## src/rtl/asram_pkg.sv

```systemverilog
package asram_pkg;

    typedef enum logic [2:0] {
        S_IDLE,
        S_RACC,
        S_RCAP,
        S_TURN,
        S_WSET,
        S_WPUL,
        S_WEND
    } asram_state_t;

    // Nanoseconds to whole clock cycles, rounded up, never below one.
    function automatic int ns2cyc(input int ns, input int clk_ns);
        int c;
        c = (ns + clk_ns - 1) / clk_ns;
        return (c < 1) ? 1 : c;
    endfunction

    function automatic int imax(input int a, input int b);
        return (a > b) ? a : b;
    endfunction

endpackage

```

## src/rtl/asram_timer.sv

```systemverilog
module asram_timer #(
    parameter int CW = 4
) (
    input  logic          clk,
    input  logic          rst_n,
    input  logic          load,
    input  logic [CW-1:0] load_val,
    output logic          zero
);

    logic [CW-1:0] cnt;

    always_ff @(posedge clk or negedge rst_n) begin
        if (!rst_n)
            cnt <= '0;
        else if (load)
            cnt <= load_val;
        else if (cnt != '0)
            cnt <= cnt - 1'b1;
    end

    assign zero = (cnt == '0);

endmodule

```

## src/rtl/asram_fsm.sv

```systemverilog
module asram_fsm
    import asram_pkg::*;
#(
    parameter int CW     = 4,
    parameter int ACC_C  = 9,
    parameter int FLT_C  = 3,
    parameter int SU_C   = 1,
    parameter int WP_C   = 8,
    parameter int END_C  = 1
) (
    input  logic          clk,
    input  logic          rst_n,
    input  logic          req_valid,
    input  logic          req_write,
    input  logic          t_zero,
    output logic          t_load,
    output logic [CW-1:0] t_val,
    output logic          accept,
    output logic          capture,
    output logic          req_ready,
    output logic          rd_done,
    output logic          cs_n,
    output logic          we_n,
    output logic          oe_n,
    output logic          drv_en
);

    asram_state_t st, nxt;
    logic         last_rd;

    // State register and read-history flag
    always_ff @(posedge clk or negedge rst_n) begin
        if (!rst_n) begin
            st      <= S_IDLE;
            last_rd <= 1'b0;
        end else begin
            st <= nxt;
            if (st == S_RCAP)
                last_rd <= 1'b1;
            else if (st == S_WSET)
                last_rd <= 1'b0;
        end
    end

    // Next state and phase counter loads
    always_comb begin
        nxt    = st;
        t_load = 1'b0;
        t_val  = '0;
        unique case (st)
            S_IDLE: begin
                if (req_valid) begin
                    t_load = 1'b1;
                    if (!req_write) begin
                        nxt   = S_RACC;
                        t_val = CW'(ACC_C - 1);
                    end else if (last_rd) begin
                        nxt   = S_TURN;
                        t_val = CW'(FLT_C - 1);
                    end else begin
                        nxt   = S_WSET;
                        t_val = CW'(SU_C - 1);
                    end
                end
            end
            S_RACC: if (t_zero) begin
                nxt    = S_RCAP;
                t_load = 1'b1;
            end
            S_RCAP: nxt = S_IDLE;
            S_TURN: if (t_zero) begin
                nxt    = S_WSET;
                t_load = 1'b1;
                t_val  = CW'(SU_C - 1);
            end
            S_WSET: if (t_zero) begin
                nxt    = S_WPUL;
                t_load = 1'b1;
                t_val  = CW'(WP_C - 1);
            end
            S_WPUL: if (t_zero) begin
                nxt    = S_WEND;
                t_load = 1'b1;
                t_val  = CW'(END_C - 1);
            end
            S_WEND: if (t_zero) nxt = S_IDLE;
            default: nxt = S_IDLE;
        endcase
    end

    // Outputs decoded from the state register
    always_comb begin
        req_ready = (st == S_IDLE);
        accept    = (st == S_IDLE) && req_valid;
        capture   = (st == S_RACC) && t_zero;
        rd_done   = (st == S_RCAP);
        cs_n      = !((st == S_RACC) || (st == S_WPUL));
        oe_n      = !(st == S_RACC);
        we_n      = !(st == S_WPUL);
        drv_en    = (st == S_WSET) || (st == S_WPUL) || (st == S_WEND);
    end

endmodule

```

## src/rtl/asram_dpath.sv

```systemverilog
module asram_dpath #(
    parameter int ADDR_W = 15,
    parameter int DATA_W = 8
) (
    input  logic              clk,
    input  logic              rst_n,
    input  logic              accept,
    input  logic              capture,
    input  logic [ADDR_W-1:0] req_addr,
    input  logic [DATA_W-1:0] req_wdata,
    input  logic [DATA_W-1:0] dq_in,
    output logic [ADDR_W-1:0] addr_q,
    output logic [DATA_W-1:0] wdata_q,
    output logic [DATA_W-1:0] rdata_q
);

    always_ff @(posedge clk or negedge rst_n) begin
        if (!rst_n) begin
            addr_q  <= '0;
            wdata_q <= '0;
            rdata_q <= '0;
        end else begin
            if (accept) begin
                addr_q  <= req_addr;
                wdata_q <= req_wdata;
            end
            if (capture)
                rdata_q <= dq_in;
        end
    end

endmodule

```

## src/rtl/asram_ctl.sv

```systemverilog
module asram_ctl
    import asram_pkg::*;
#(
    parameter int ADDR_W   = 15,
    parameter int DATA_W   = 8,
    parameter int CLK_NS   = 10,
    parameter int T_AA_NS  = 85,
    parameter int T_OE_NS  = 45,
    parameter int T_RC_NS  = 85,
    parameter int T_WP_NS  = 55,
    parameter int T_CW_NS  = 75,
    parameter int T_AW_NS  = 75,
    parameter int T_DW_NS  = 40,
    parameter int T_AS_NS  = 0,
    parameter int T_WR_NS  = 0,
    parameter int T_WC_NS  = 85,
    parameter int T_FLT_NS = 30
) (
    input  logic              clk,
    input  logic              rst_n,
    input  logic              req_valid,
    output logic              req_ready,
    input  logic              req_write,
    input  logic [ADDR_W-1:0] req_addr,
    input  logic [DATA_W-1:0] req_wdata,
    output logic              rd_done,
    output logic [DATA_W-1:0] rd_data,
    output logic [ADDR_W-1:0] sram_addr,
    output logic              sram_cs_n,
    output logic              sram_we_n,
    output logic              sram_oe_n,
    output logic [DATA_W-1:0] dq_out,
    output logic              dq_oe,
    input  logic [DATA_W-1:0] dq_in
);

    localparam int ACC_C   = imax(imax(ns2cyc(T_AA_NS, CLK_NS), ns2cyc(T_OE_NS, CLK_NS)),
                                  ns2cyc(T_RC_NS, CLK_NS));
    localparam int FLT_C   = ns2cyc(T_FLT_NS, CLK_NS);
    localparam int SU_C    = ns2cyc(T_AS_NS, CLK_NS);
    localparam int WPMIN_C = ns2cyc(T_WP_NS, CLK_NS);
    localparam int WP_C    = imax(imax(WPMIN_C, ns2cyc(T_DW_NS, CLK_NS)),
                                  imax(ns2cyc(T_CW_NS, CLK_NS), ns2cyc(T_AW_NS, CLK_NS) - SU_C));
    localparam int END_C   = imax(ns2cyc(T_WR_NS, CLK_NS), ns2cyc(T_WC_NS, CLK_NS) - SU_C - WP_C);
    localparam int MAX_C   = imax(imax(ACC_C, FLT_C), imax(imax(SU_C, WP_C), END_C));
    localparam int CW      = $clog2(MAX_C + 1);

    logic          t_load, t_zero, accept, capture;
    logic [CW-1:0] t_val;

    asram_timer #(.CW(CW)) u_timer (
        .clk      (clk),
        .rst_n    (rst_n),
        .load     (t_load),
        .load_val (t_val),
        .zero     (t_zero)
    );

    asram_fsm #(
        .CW(CW), .ACC_C(ACC_C), .FLT_C(FLT_C),
        .SU_C(SU_C), .WP_C(WP_C), .END_C(END_C)
    ) u_fsm (
        .clk       (clk),
        .rst_n     (rst_n),
        .req_valid (req_valid),
        .req_write (req_write),
        .t_zero    (t_zero),
        .t_load    (t_load),
        .t_val     (t_val),
        .accept    (accept),
        .capture   (capture),
        .req_ready (req_ready),
        .rd_done   (rd_done),
        .cs_n      (sram_cs_n),
        .we_n      (sram_we_n),
        .oe_n      (sram_oe_n),
        .drv_en    (dq_oe)
    );

    asram_dpath #(.ADDR_W(ADDR_W), .DATA_W(DATA_W)) u_dpath (
        .clk       (clk),
        .rst_n     (rst_n),
        .accept    (accept),
        .capture   (capture),
        .req_addr  (req_addr),
        .req_wdata (req_wdata),
        .dq_in     (dq_in),
        .addr_q    (sram_addr),
        .wdata_q   (dq_out),
        .rdata_q   (rd_data)
    );

endmodule

```

## config.mk

```make
export PLATFORM = sky130hd
export DESIGN_NAME = asram_ctl
export DESIGN_NICKNAME = d
export VERILOG_FILES = /design/src/rtl/asram_pkg.sv /design/src/rtl/asram_timer.sv /design/src/rtl/asram_fsm.sv /design/src/rtl/asram_dpath.sv /design/src/rtl/asram_ctl.sv
export SDC_FILE = /design/constraint.sdc
export NUM_CORES = 1
export LEC_CHECK = 0
export BUFFER_PORTS_ARGS = -buffer_cell sky130_fd_sc_hd__buf_2
export CAP_MARGIN = 15
export CORE_ASPECT_RATIO = 0.8
export CORE_MARGIN = 2
export CORE_UTILIZATION = 45
export CTS_BUF_LIST = sky130_fd_sc_hd__clkbuf_8
export DETAILED_ROUTE_END_ITERATION = 12
export PLACE_DENSITY_LB_ADDON = 0.25
export SLEW_MARGIN = 20
export SYNTH_ARGS = -nofsm -noshare
export SYNTH_HDL_FRONTEND = slang
export SYNTH_HIERARCHICAL = 1
export SYNTH_SLANG_ARGS = --single-unit
export TNS_END_PERCENT = 5
```

## constraint.sdc

```tcl
create_clock -name clk -period 2.09 [get_ports clk]
set_input_delay 0.418 -clock clk [delete_from_list [all_inputs] [get_ports clk]]
set_output_delay 0.418 -clock clk [all_outputs]
set_load 0.02 [all_outputs]
```

# Word-level counts from Yosys, hierarchy flattened
# Cells that the tools add are included.
[op_classes]
reduce_logical = 15
add_sub_neg = 1
eq_ne = 12
mux = 21
[ops]
columns = ["cell", "n"]
rows = [
  ["3-bit two-way mux", 9],
  ["3-bit one-hot mux with 6 select lines", 1],
  ["4-bit two-way mux", 4],
  ["2-bit by 1-bit != test with 1-bit output (second input constant)", 5],
  ["3-bit == test (second input constant)", 3],
  ["4-bit one-hot mux with 2 select lines", 1],
  ["3-bit by 2-bit == test with 1-bit output (second input constant)", 2],
  ["6-bit AND reduction", 1],
  ["4-bit logical NOT", 1],
  ["1-bit two-way mux", 4],
  ["2-bit nonzero test", 2],
  ["4-bit nonzero test", 1],
  ["4-bit OR reduction", 1],
  ["4-bit by 1-bit subtractor with 4-bit output (second input constant)", 1],
  ["3-bit by 1-bit == test with 1-bit output (second input constant)", 1],
  ["1-bit logical NOT", 3],
  ["3-bit logical NOT", 1],
  ["1-bit logical OR", 3],
  ["1-bit logical AND", 2],
  ["2-bit two-way mux", 1],
  ["2-bit != test (second input constant)", 1],
  ["1-bit one-hot mux with 2 select lines", 1],
]
[word_totals]
reg_bits = 39
input_bits = 35
wordCells = 55
out_inout_bits = 37

# Depth between registers and ports, before layout
[logic_depth]
depth_word = 5
ltp_mapped = 8
ltp_nobuf = 7

# Cells and area by module
# Netlist, hierarchy kept.
[by_module_without_submodules]
columns = ["mod", "instances", "area_per_inst_um2", "cells_per_inst"]
rows = [
  ["asram_dpath", 1, 1152.4, 65],
  ["asram_fsm", 1, 367.9, 44],
  ["asram_timer", 1, 234.0, 22],
]

# Worst setup path after synthesis
# No wires, ideal clock.
[synth_path]
path_type = "reg2reg"
from = "reg u_timer.cnt[0]"
to = "reg u_timer.cnt[3]"
t_required_ns = 1.964
period_less_slack_ns = 2.043
t_arrival_ns = 1.917
setup_slack_ns = 0.047
stages_incl_launch_ff = 9
setup_ns = 0.126
n_path_buf = 1
cell_sequence = "dfrtp_1 inv_1 ha_1 nor3b_4 inv_1 o32ai_1 clkbuf_1 nor3_1 a221o_1"
[synth_via]
elab_chain_len = 4
elab_cells_between_ends = 8
cone_classes = "add/sub: 1; mux: 4; reduce/logical: 3"
[synth_rtl]
columns = ["element", "line", "rtl"]
rows = [
  ["start: declaration", "asram_timer.sv:11", "logic [CW-1:0] cnt;"],
  ["start signal: assignment", "asram_timer.sv:17", "cnt <= load_val;"],
  ["start signal: assignment", "asram_timer.sv:19", "cnt <= cnt - 1'b1;"],
  ["4-bit logical NOT (*)", "asram_timer.sv:22", "assign zero = (cnt == '0);"],
  ["net t_zero", "asram_ctl.sv:48", "logic t_load, t_zero, accept, capture;"],
  ["1-bit two-way mux (*)", "-", ""],
  ["1-bit one-hot mux with 2 select lines (*)", "asram_fsm.sv:50", "unique case (st)"],
  ["net t_load", "asram_ctl.sv:48", ""],
  ["4-bit two-way mux or 2-bit nonzero test (tied branches)", "-", ""],
]
# Mark *: on every way through the listed nets, which the timed path passes. The rest lies on a longest branch. The select of a mux whose other input is x is not followed.
# A chain may end at the register's enable or synchronous reset.

# Worst setup path after layout
# Ends and elaborated chain as after synthesis.

==> key figures <==
Floorplan
  – Die width: about 74 um
  – Die ar.: 4420 um^2
  – IO Pins: between 70 and 80
  – # rows: 20
  – CORE AREA: 3780 um^2
  – Effective utilization at floorplan: 46.4%
  – Die H: about 60 um

Logic synthesis
  – Syn nets: 167
  – Synth cell types: 39
  – Synth Area per Inst: ~13 um^2
  – Ys async rst share: between 90% and 100%
  – Gate count after technology mapping: between 100 and 150
  – Yosys reg bits: 39
  – Synth top area share: between 50% and 60%
  – Top-count cell post-synth: dfrtp_1
  – Synth Cell Area: 1750 um^2
  – Synth Warn #: 6
  – Number of synthesized flops with an enable pin: 0
  – Synth top cells by count: dfrtp_1, mux2_2, inv_1, nor2_1
  – Ys flop type: dfrtp_1
  – Synth area leader: dfrtp_1
  – Largest cells by area after synthesis: dfrtp_1, mux2_2, buf_6, a21oi_1, mux2i_1
  – Sequential share of the synthesized area: roughly 56%

Critical path
  – CP required: around 2300 ps
  – CP Launch Type: flip-flop
  – CP Data Arrival Time: roughly 2200 ps
  – Most used cell, CP: buf_4
  – Setup crit end kind: flip-flop
  – Worst path bufs/invs: 3
  – CP max FO: 8
  – Crit path largest cell delay: around 380 ps
  – CP max-delay cell: dfrtp_1
  – Worst path cell trace: inv_1 -> ha_2 -> nor3b_4 -> buf_4 -> a21oi_1 -> o32ai_1 -> buf_4 -> nor3_1 -> a221o_1
  – WS Path Type: reg -> reg
  – Top delay family on crit path: compound AO/OA/AOI/OAI gates

Layout
  – Share of layout cells above drive strength 1: 60.0%
  – Area grow syn2layout: 29.5%
  – Antenna diode count: 0
  – Nets@finish: around 250
  – Fin area: 2270 um^2
  – Filler cell count: about 330

Global route
  – Initial antenna violation count: 0
  – Overflow after GRT: 0
  – First-pass GRT wire length: approximately 5500 um
  – Largest net degree at the start of global routing: 40
  – Total track usage: 16.6%
  – Vias in the first global route: ~1.2k

Drt
  – Post-route DRC: 0
  – Routed via count: approximately 1.3k
  – Total wire length: around 3500 um
  – Routed len/inst: 13.3 um
  – Final ANT Viol Nets: 0
  – Drt pass-1 iters: 5
  – Vias/cell: a little under 5
  – DR iter-0 viols: between 70 and 80

STA
  – Fin Clk Skew: between 6 and 7 ps
  – Crit path time final: 1990 ps
  – Final setup fails: 0
  – Hold Vio Cnt, Final: 0
  – Slew @ Worst Pin: between 500 and 600 ps
  – Final Cycle Share: between 90% and 100%
  – Slew HR: between 60 and 70%
  – Peak Freq: 503 MHz
  – Setup ws final: just over 100 ps
  – Slew Viols, Final: 0

Hold path
  – Min-delay worst type: in -> async

Power and ir drop
  – Lkg Pwr: approximately 1.1 nW
  – Pwr Density: approximately 1700 nW/um^2
  – VDD IR max: 734 uV

Placed design
  – IO Port Bufs: 71
  – Hpwl dp: between 2000 and 3000 um
  – Pre-CTS setup slack: approximately 20 ps
  – DP Area: 2170 um^2
  – GP Congestion: about 0.88

Clock tree
  – Post-CTS Hold Buffers: 0
  – H-tree level count: 2
  – CTS clk-pin slew, worst paths: around 70 ps
  – CTS Buf Count: 5
  – Clk_lat worst skew: about 280 ps
  – CTS tree: built
  – Root buf cell: clkbuf_8
  – Clk buf depth: 2
  – TritonCTS Sinks: 39

Flow run
  – Max cap viols: 0

Outcome
  – Outcome: finished clean
layer usage:
metal | vias up | part of all wire (%) | GRT usage (%)
li1 | 612 | - | -
met1 | 608 | 41 | 19.7
met2 | 56 | 52 | 29.2
met3 | 0 | 6.9 | 5.23
met4 | 0 | 0 | 4.68
met5 | - | 0 | 0
repair_timing:
action,4_1_cts,5_1_grt
buffers inserted,0,2
gates resized for setup,0,1
endpoints found under the hold margin,0,0
setup endpoints to repair,0,2
power by group:
group	internal (mW)	total [mW]	switching [mW]
clock	0.228	0.470	0.242
sequential	1.13	1.41	0.271
combinational	0.877	1.91	1.03
layout by cell type, fill, tap and decap left out, types with 2 or more instances in the layout:
cell / synthesis / routed
clkbuf_8: 0 / 5
buf_2: 2 / 71
nand3b_1: 2 / 2
nor2_1: 5 / 5
buf_4: 1 / 7
nor3_1: 2 / 2
nand2b_1: 3 / 3
clkinv_2: 0 / 3
inv_1: 5 / 5
mux2i_1: 2 / 2
mux2_2: 32 / 32
a21oi_1: 4 / 4
nor2b_1: 2 / 2
dfrtp_1: 39 / 39
nand2_1: 3 / 3
registers in the layout, indices dropped and copies added (netlist names):
name / flops
u_dpath/rdata_q: 8
u_dpath/wdata_q: 8
u_fsm/st: 3
u_dpath/addr_q: 15
u_timer/cnt: 4
u_fsm/last_rd: 1
kinds of logic after synthesis:
group,after synthesis,share of synthesized area (%)
and+or+nand+nor,27,9.99
AOI/OAI and AO/OA,15,6.13
buffers and inverters,13,4.85
adders and majority gates,1,0.713
muxes,34,21.7
xor gates and xnor gates,2,0.999
DFF,39,55.6
stage by stage:
stage          hold WS (ps)  setup TNS, ps  std cells  util [%]  total power, mW
2_1_floorplan           122              0        131         -             2.72
3_3_place_gp            484              0        255      57.4             3.21
3_5_place_dp            493              0        255      57.4             3.30
4_1_cts                 185              0        263      59.6             3.79
5_1_grt                 223          -21.7        265      60.1             4.05
6_report                175              0        265      60.1             3.78
worst paths after layout:
| check | start | to | slack [ps] | cells after the start |
|---|---|---|---|---|
| worst max-delay path | u_timer/cnt[0] | u_timer/cnt[3] | 100 | 9 |
| worst min-delay path | rst_n | u_dpath/wdata_q[2] | 170 | 2 |
| worst max register to register | u_timer/cnt[0] | u_timer/cnt[3] | 100 | 9 |
| worst min register to register | u_dpath/rdata_q[0] | u_dpath/rdata_q[0] | 500 | 1 |
| max in group asynchronous | rst_n | u_dpath/rdata_q[3] | 1560 | 2 |
| min in group clk | req_wdata[2] | u_dpath/wdata_q[2] | 360 | 2 |
cell type report:
cell class | count | area [um^2] | share of cell area, %
flip-flops and latches | 39 | 976 | 43.0
multi-input cells | 79 | 696 | 30.6
repair buffers | 79 | 428 | 18.8
clock buffers | 5 | 68.8 | 3.03
well taps | 55 | 68.8 | 3.03
inverters | 5 | 18.8 | 0.826
clock inverters | 3 | 15.0 | 0.661
(Power assumes the default switching activity.)
